## config.mk

```make
export PLATFORM = sky130hd
export DESIGN_NAME = sync_capture_timer
export DESIGN_NICKNAME = d
export VERILOG_FILES = /design/src/rtl/sct_pkg.sv /design/src/rtl/sct_edge_det.sv /design/src/rtl/sct_counter.sv /design/src/rtl/sct_regs.sv /design/src/rtl/sync_capture_timer.sv
export SDC_FILE = /design/constraint.sdc
export NUM_CORES = 1
export LEC_CHECK = 0
export ABC_AREA = 1
export BUFFER_PORTS_ARGS = -buffer_cell sky130_fd_sc_hd__buf_2
export CORE_MARGIN = 2
export CORE_UTILIZATION = 35
export CTS_BUF_LIST = sky130_fd_sc_hd__clkbuf_8 sky130_fd_sc_hd__clkbuf_16
export DETAILED_ROUTE_END_ITERATION = 8
export GPL_TIMING_DRIVEN = 0
export SLEW_MARGIN = 15
export SYNTH_ARGS = -nofsm -noshare
export SYNTH_HDL_FRONTEND = slang
export SYNTH_SLANG_ARGS = --single-unit
export TNS_END_PERCENT = 20
```

## constraint.sdc

```tcl
create_clock -name clk_i -period 1.7 [get_ports clk_i]
set_clock_uncertainty 0.05 [all_clocks]
set_input_delay 0.34 -clock clk_i [delete_from_list [all_inputs] [get_ports clk_i]]
set_output_delay 0.34 -clock clk_i [all_outputs]
set_load 0.01 [all_outputs]
```

## src/rtl/sct_pkg.sv

```systemverilog
package sct_pkg;
  typedef logic [1:0] reg_addr_t;
  localparam reg_addr_t ADDR_CTRL  = 2'd0;
  localparam reg_addr_t ADDR_PHASE = 2'd1;
  localparam reg_addr_t ADDR_STAT  = 2'd2;
  localparam reg_addr_t ADDR_CAPT  = 2'd3;
  localparam int STAT_VALID_BIT = 0;
  localparam int STAT_OVR_BIT   = 1;
endpackage

```

## src/rtl/sct_edge_det.sv

```systemverilog
module sct_edge_det #(
  parameter int SYNC_STAGES = 2
) (
  input  logic clk_i,
  input  logic rst_ni,
  input  logic sig_i,
  input  logic fall_sel_i,
  output logic edge_o
);
  logic [SYNC_STAGES-1:0] sync_q;
  logic                   prev_q;

  generate
    for (genvar i = 0; i < SYNC_STAGES; i++) begin : g_stage
      always_ff @(posedge clk_i or negedge rst_ni) begin
        if (!rst_ni) sync_q[i] <= 1'b0;
        else if (i == 0) sync_q[i] <= sig_i;
        else sync_q[i] <= sync_q[i-1];
      end
    end
  endgenerate

  always_ff @(posedge clk_i or negedge rst_ni) begin
    if (!rst_ni) prev_q <= 1'b0;
    else prev_q <= sync_q[SYNC_STAGES-1];
  end

  logic cur;
  assign cur    = sync_q[SYNC_STAGES-1];
  assign edge_o = fall_sel_i ? (prev_q & ~cur) : (cur & ~prev_q);
endmodule

```

## src/rtl/sct_counter.sv

```systemverilog
module sct_counter #(
  parameter int CNT_W = 32
) (
  input  logic             clk_i,
  input  logic             rst_ni,
  input  logic             sync_i,
  input  logic [CNT_W-1:0] phase_i,
  output logic [CNT_W-1:0] cnt_o
);
  always_ff @(posedge clk_i or negedge rst_ni) begin
    if (!rst_ni) cnt_o <= '0;
    else if (sync_i) cnt_o <= phase_i;
    else cnt_o <= cnt_o + 1'b1;
  end


  sync_load_chk: assert property (@(posedge clk_i) disable iff (!rst_ni)
    sync_i |=> cnt_o == $past(phase_i));

  free_run_chk: assert property (@(posedge clk_i) disable iff (!rst_ni)
    !sync_i |=> cnt_o == $past(cnt_o) + 1'b1);
endmodule

```

## src/rtl/sct_regs.sv

```systemverilog
module sct_regs
  import sct_pkg::*;
#(
  parameter int CNT_W = 32
) (
  input  logic             clk_i,
  input  logic             rst_ni,
  input  reg_addr_t        reg_addr_i,
  input  logic             reg_we_i,
  input  logic [CNT_W-1:0] reg_wdata_i,
  output logic [CNT_W-1:0] reg_rdata_o,
  input  logic             capture_i,
  input  logic [CNT_W-1:0] cnt_i,
  output logic             fall_sel_o,
  output logic [CNT_W-1:0] phase_o,
  output logic             irq_o
);
  logic [CNT_W-1:0] cap_q;
  logic             valid_q, ovr_q;
  logic             wr_ctrl, wr_phase, wr_stat;

  assign wr_ctrl  = reg_we_i && reg_addr_i == ADDR_CTRL;
  assign wr_phase = reg_we_i && reg_addr_i == ADDR_PHASE;
  assign wr_stat  = reg_we_i && reg_addr_i == ADDR_STAT;

  always_ff @(posedge clk_i or negedge rst_ni) begin
    if (!rst_ni) begin
      fall_sel_o <= 1'b0;
      phase_o    <= '0;
    end else begin
      if (wr_ctrl)  fall_sel_o <= reg_wdata_i[0];
      if (wr_phase) phase_o    <= reg_wdata_i;
    end
  end

  // capture wins over a same-cycle clear
  always_ff @(posedge clk_i or negedge rst_ni) begin
    if (!rst_ni) begin
      cap_q   <= '0;
      valid_q <= 1'b0;
      ovr_q   <= 1'b0;
    end else begin
      if (capture_i) cap_q <= cnt_i;
      if (capture_i) valid_q <= 1'b1;
      else if (wr_stat && reg_wdata_i[STAT_VALID_BIT]) valid_q <= 1'b0;
      if (capture_i && valid_q) ovr_q <= 1'b1;
      else if (wr_stat && reg_wdata_i[STAT_OVR_BIT]) ovr_q <= 1'b0;
    end
  end

  assign irq_o = valid_q;

  always_comb begin
    reg_rdata_o = '0;
    unique case (reg_addr_i)
      ADDR_CTRL:  reg_rdata_o[0] = fall_sel_o;
      ADDR_PHASE: reg_rdata_o = phase_o;
      ADDR_STAT: begin
        reg_rdata_o[STAT_VALID_BIT] = valid_q;
        reg_rdata_o[STAT_OVR_BIT]   = ovr_q;
      end
      ADDR_CAPT:  reg_rdata_o = cap_q;
    endcase
  end


  cap_value_chk: assert property (@(posedge clk_i) disable iff (!rst_ni)
    capture_i |=> cap_q == $past(cnt_i));

  cap_sets_valid_chk: assert property (@(posedge clk_i) disable iff (!rst_ni)
    capture_i |=> irq_o);

  w1c_valid_chk: assert property (@(posedge clk_i) disable iff (!rst_ni)
    (wr_stat && reg_wdata_i[STAT_VALID_BIT] && !capture_i) |=> !valid_q);

  overrun_chk: assert property (@(posedge clk_i) disable iff (!rst_ni)
    (capture_i && valid_q) |=> ovr_q);
endmodule

```

## src/rtl/sync_capture_timer.sv

```systemverilog
module sync_capture_timer
  import sct_pkg::*;
#(
  parameter int CNT_W       = 32,
  parameter int SYNC_STAGES = 2
) (
  input  logic             clk_i,
  input  logic             rst_ni,
  input  logic [1:0]       reg_addr_i,
  input  logic             reg_we_i,
  input  logic [CNT_W-1:0] reg_wdata_i,
  output logic [CNT_W-1:0] reg_rdata_o,
  input  logic             sig_i,
  input  logic             sync_i,
  output logic             irq_o
);
  logic             fall_sel, capture;
  logic [CNT_W-1:0] phase, cnt;

  sct_edge_det #(.SYNC_STAGES(SYNC_STAGES)) u_edge (
    .clk_i, .rst_ni, .sig_i, .fall_sel_i(fall_sel), .edge_o(capture)
  );

  sct_counter #(.CNT_W(CNT_W)) u_cnt (
    .clk_i, .rst_ni, .sync_i, .phase_i(phase), .cnt_o(cnt)
  );

  sct_regs #(.CNT_W(CNT_W)) u_regs (
    .clk_i, .rst_ni,
    .reg_addr_i(reg_addr_t'(reg_addr_i)), .reg_we_i, .reg_wdata_i, .reg_rdata_o,
    .capture_i(capture), .cnt_i(cnt),
    .fall_sel_o(fall_sel), .phase_o(phase), .irq_o
  );
endmodule

```

==> flow_summary.json, run 1 <==
{
  "worstSetupStartpointType": "input pin",
  "ys_ff_latch": 102,
  "reg_top3": "u_cnt.cnt_o x32, u_regs.cap_q x32, u_regs.phase_o x32",
  "stdcell_count": 894,
  "max_freq_mhz": 599.5,
  "ir_drop_mv": 0.6778,
  "ant_nets": 0,
  "drtIter0Drc": 253,
  "cts.sinks": 102,
  "io_pins": 72,
  "synthTopCellsByArea": "dfrtp_1 49%, nand2_1 13%, mux2_4 6.3%, inv_1 4.8%, o21ai_0 4.6%",
  "place_hpwl_mm": 10.44,
  "post-route-min-period_ps": 1668,
  "cpMostUsedCell": "buf_2",
  "wl_per_cell_microns": 15.74,
  "outcome": "finished, final reports clean",
  "clk_path_buf_depth": 2,
  "die_area_sq_mm": 0.01594,
  "hold_class": "input pin to flop",
  "antenna_found_initial": 0,
  "die_w_microns": 126.3,
  "clk_pin_slew_ps": 70,
  "yosys_warnings": 0,
  "die_h_microns": 126.3,
  "synth_ff_type": "dfrtp_1",
  "seq_area_frac_synth": 0.4879,
  "p_leak_nw": 3.054,
  "synth_fp_nets": 657,
  "num_vias": 4297,
  "grt_max_degree": 59,
  "grt_pass1_vias": 4447,
  "syn_inst": 617,
  "finalCoreUtilization": 0.4308,
  "track_usage": 0.1860,
  "critPathCaptureType": "output port",
  "port_buffers": 71,
  "gp_congestion": 0.9074,
  "nets": 745,
  "rows": 44,
  "h-tree-depth": 3,
  "rsz0062_at_grt": "true",
  "slew_viol_final": 0,
  "worst_pin_slew_ps": 683.8,
  "synth_top_cell_area_share": 0.4879,
  "grt_overflow": 0,
  "critPathMaxFanout": 7,
  "synth.distinct_cells": 32,
  "antennaDiodeCount": 0,
  "synth_edf_count": 0,
  "setup_viol": 0,
  "core_sq_mm": 0.01459,
  "arrival_ps": 1280,
  "path_class": "input pin to output port",
  "required_ps": 1310,
  "final_cell_mix": "183 x nand2_1, 102 x dfrtp_1, 70 x buf_2, 67 x inv_1, 47 x o21ai_0",
  "drc": 0,
  "cts_tree": "yes",
  "cts_root_buf": "clkbuf_16",
  "fill_cells": 1460,
  "timing.final.hold_violations": 0,
  "slew_headroom": 0.5441,
  "cpMaxStageDelayCell": "o22ai_1",
  "clk_latency_ps": 360,
  "synth_area_sq_mm": 0.005231,
  "min_period_over_period": 0.9812,
  "placedCellCount": 873,
  "path_cells": "buf_2 -> inv_2 -> nor2_4 -> inv_1 -> o22ai_1 -> buf_2",
  "layout_commonest_cell": "nand2_1",
  "area_delta_synth_final_pct": 20.14,
  "async_flop_share": 1.000,
  "start_util": 0.3586,
  "drv_cap": 0,
  "avgSynthCellArea_sq_um": 8.479,
  "crit_path_max_incr_delay_ps": 220,
  "p_per_area_mw_per_mm2": 1131,
  "whs_ps": 36.29,
  "wl_mm": 14.07,
  "post_drt_via_cell_ratio": 4.806,
  "drt_pass1_iterations": 5,
  "yosysTopAreaCell": "dfrtp_1",
  "final_layout_size_suffix_gt1_frac": 0.2493,
  "grt_pass1_wl_mm": 23.20,
  "cts_buffers": 9
}
==> layout make-up <==
cell class	count	area, sq um	area share
clock buffer	11	252.7	0.04021
sequential	102	2552	0.4061
tap	184	230.2	0.03663
buffer	22	178.9	0.02847
timing repair buffer	77	429.2	0.06829
inverter	69	259.0	0.04121
clock inverter	5	63.81	0.01015
multi-input combinational	424	2318	0.3689
==> path summary, 6_finish.rpt <==
check,end,startpoint,depth (start not counted),slack (ps)
worst max-delay path,reg_rdata_o[15],reg_addr_i[0],6,30
worst min-delay path,u_edge.sync_q[0]$_DFF_PN0_,sig_i,1,40
worst max register to register,u_cnt.cnt_o[10]$_DFF_PN0_,u_cnt.cnt_o[1]$_DFF_PN0_,6,90
worst min register to register,u_edge.cur$_DFF_PN0_,u_edge.sync_q[0]$_DFF_PN0_,0,310
max in group asynchronous,u_regs.cap_q[10]$_DFFE_PN0P_,rst_ni,3,540
min in group asynchronous,u_regs.cap_q[25]$_DFFE_PN0P_,rst_ni,2,410
==> layer usage <==
metal | track usage | wire [microns] | up-vias
li1 | - | - | 2144
met1 | 0.2651 | 6912 | 2051
met2 | 0.2853 | 6351 | 93
met3 | 0.04800 | 681 | 9
met4 | 0.04396 | 128 | 0
met5 | 0 | 0 | -
==> metrics by stage <==
stage	cell area, sq um	total power, mW	TNS, ps	setup WS (ps)
after CTS	6230	7.146	-152.1	-34.93
after detailed placement	5851	4.930	-11290	-495.4
after global placement	5817	4.856	-98140	-860.6
after floorplan	5231	4.348	0	273.3
after global routing	6285	7.554	-447.8	-49.88
final	6285	7.109	0	31.89
==> timing repair <==
item / in CTS / in global routing
endpoints found under the setup margin: 32 / 41
hold buffers: 1 / 0
gates resized for setup: 14 / 13
endpoints found under the hold margin: 44 / 0
buffers inserted: 2 / 2
gates cloned: 0 / 0
pin swaps: 1 / 5
==> synth_stat cells, drive strengths merged, types with 2 or more instances <==
cell    instances
nand3b          2
o21ai          70
nand2         191
dfrtp         102
inv            68
nor2           57
or2             3
clkbuf         13
a21oi          14
mux2           23
o22ai           9
xor2            5
o21bai          5
buf             9
nand3          38
a31oi           2
==> critical path: cells and delay by family <==
family	cells	cell delay [ps]
AND/OR/NAND/NOR	1	190
AO/OA/AOI/OAI	1	220
buffers and inverters	4	530
==> power by group <==
part | switching [mW] | internal [mW] | total (mW)
Sequential | 0.372 | 2.94 | 3.31
Combinational | 0.913 | 0.699 | 1.61
Clock | 0.945 | 1.24 | 2.18
==> cells by family (layout without fill, tap and decap cells) <==
kind of cell             count (synthesis)  in the layout  synth area share
XOR/XNOR                                 5              5          0.008371
AO/OA/AOI/OAI                          102            102            0.1189
AND/OR/NAND/NOR                        293            293            0.2394
buffers and inverters                   91            184           0.07773
flip-flops                             102            102            0.4879
adder cells (fa/ha/maj)                  1              1          0.002391
multiplexers                            23             23           0.06530
(Power assumes the default switching activity.)
==> run 2, diff against run 1 <==
--- a/config.mk
+++ b/config.mk
@@ -12,6 +12,7 @@
 export CTS_BUF_LIST = sky130_fd_sc_hd__clkbuf_8 sky130_fd_sc_hd__clkbuf_16
 export DETAILED_ROUTE_END_ITERATION = 8
 export GPL_TIMING_DRIVEN = 0
+export PLACE_DENSITY = 0.56
 export SLEW_MARGIN = 15
 export SYNTH_ARGS = -nofsm -noshare
 export SYNTH_HDL_FRONTEND = slang
==> flow_summary.json, run 2 (synthesis results as in run 1) <==
{
  "outcome": "finished, final reports clean",
  "die_w_microns": 126.3,
  "worstSetupStartpointType": "input pin",
  "nets": 749,
  "critPathCaptureType": "output port",
  "port_buffers": 71,
  "path_cells": "buf_2 -> nor2_4 -> buf_12 -> buf_12 -> nand2_1 -> o21ai_0 -> buf_2",
  "cts_buffers": 9,
  "track_usage": 0.1833,
  "routed.top_layer": "met4",
  "die_h_microns": 126.3,
  "min_period_over_period": 0.9563,
  "final_layout_size_suffix_gt1_frac": 0.2535,
  "max_freq_mhz": 615.1,
  "p_per_area_mw_per_mm2": 1158,
  "met3_length_microns": 832,
  "drc": 0,
  "rows": 44,
  "start_util": 0.3586,
  "place_area_sq_mm": 0.005851,
  "drt_pass1_iterations": 4,
  "rsz0062_at_grt": "true",
  "post-route-min-period_ps": 1626,
  "wl_per_cell_microns": 15.63,
  "grt_pass1_vias": 4295,
  "cts_root_buf": "clkbuf_16",
  "design_area_sq_mm": 0.006391,
  "placedCellCount": 873,
  "grt_max_degree": 59,
  "cts_tree": "yes",
  "area_delta_synth_final_pct": 22.17,
  "hold_class": "input pin to flop",
  "switching_share": 0.3034,
  "p_total_mw": 7.400,
  "grt_overflow": 0,
  "setup_viol": 0,
  "critPathMaxFanout": 10,
  "wl_mm": 14.03,
  "worst_pin_slew_ps": 628.5,
  "timing.final.hold_violations": 0,
  "wl_met1_mm": 6.769,
  "pwr-share-seq": 0.446,
  "drtIter0Drc": 282,
  "crit_path_max_incr_delay_ps": 170,
  "cts.sinks": 102,
  "clk_path_buf_depth": 2,
  "die_area_sq_mm": 0.01594,
  "stdcell_count": 898,
  "slew_headroom": 0.5810,
  "antennaDiodeCount": 0,
  "required_ps": 1310,
  "core_sq_mm": 0.01459,
  "final_cell_mix": "184 x nand2_1, 102 x dfrtp_1, 70 x buf_2, 66 x inv_1, 47 x o21ai_0",
  "power_switching_mw": 2.245,
  "pwr-share-comb": 0.220,
  "arrival_ps": 1240,
  "wl_met2_mm": 6.332,
  "reg_top3": "u_cnt.cnt_o x32, u_regs.cap_q x32, u_regs.phase_o x32",
  "gp_congestion": 0.8856,
  "ir_drop_mv": 0.5549,
  "h-tree-depth": 3,
  "grt_pass1_wl_mm": 22.74,
  "p_clk_frac": 0.333,
  "post_drt_via_cell_ratio": 4.853,
  "place_hpwl_mm": 10.30,
  "clk_latency_ps": 360,
  "ant_nets": 0,
  "layout_commonest_cell": "nand2_1",
  "io_pins": 72,
  "drv_cap": 0,
  "intPower_mw": 5.155,
  "cpMaxStageDelayCell": "buf_2",
  "antenna_found_initial": 0,
  "clk_pin_slew_ps": 70,
  "num_vias": 4358,
  "slew_viol_final": 0,
  "path_class": "input pin to output port",
  "p_leak_nw": 3.108
}
-- run 2: layer usage --
layer  up-vias  GRT usage
li1       2157          -
met1      2100     0.2691
met2        93     0.2751
met3         8    0.04545
met4         0    0.04008
met5         -          0
-- run 2: stage by stage --
step | util | hold WS [ps] | setup slack (ps) | setup TNS, ps
2_1_floorplan | - | -5.591 | 273.3 | 0
3_3_place_gp | 0.3987 | 288.0 | -895.3 | -101890
3_5_place_dp | 0.4010 | 244.4 | -497.0 | -11380
4_1_cts | 0.4304 | 25.49 | -9.205 | -9.205
5_1_grt | 0.4381 | 18.92 | -60.18 | -202.7
6_report | 0.4381 | 39.72 | 74.22 | 0
-- run 2: repair_timing --
item,4_1_cts,5_1_grt
endpoints found under the setup margin,30,37
pin swaps,1,4
endpoints found under the hold margin,44,0
cloned,0,1
hold buffers,1,0
buffers inserted,1,6
resized for setup,17,11
-- run 2: critical path, delay by kind of cell --
kind / cells / cell delay (ps)
AO/OA/AOI/OAI: 1 / 90
buffers and inverters: 4 / 610
AND/OR/NAND/NOR: 2 / 190
-- run 2: power by group through the flow --
stage	clock network (mW)	registers, mW	logic, mW
finish	2.47	3.30	1.63
global route	2.59	3.37	1.85
CTS	2.51	3.30	1.61
detailed placement	0	3.34	1.58
global placement	0	3.33	1.53
floorplan	0	3.23	1.12
-- run 2: final cells by class --
class,count,area [sq um]
fill,1446,8198
tap,184,230.2
buffer,22,198.9
multi-input combinational,424,2306
timing repair buffer,81,489.2
inverter,69,259.0
clock inverter,6,116.4
sequential,102,2552
clock buffer,10,239.0
-- run 2: path summary, 6_finish.rpt --
check | endpoint | slack (ps) | startpoint | depth (start not counted)
setup reg to reg | u_cnt.cnt_o[10]$_DFF_PN0_ | 90 | u_cnt.cnt_o[1]$_DFF_PN0_ | 6
setup / recovery | reg_rdata_o[17] | 70 | reg_addr_i[1] | 7
hold reg to reg | u_edge.cur$_DFF_PN0_ | 310 | u_edge.sync_q[0]$_DFF_PN0_ | 0
max in group asynchronous | u_regs.cap_q[4]$_DFFE_PN0P_ | 550 | rst_ni | 3
min in group asynchronous | u_regs.phase_o[29]$_DFFE_PN0P_ | 410 | rst_ni | 2
hold / removal | u_edge.sync_q[0]$_DFF_PN0_ | 40 | sig_i | 1
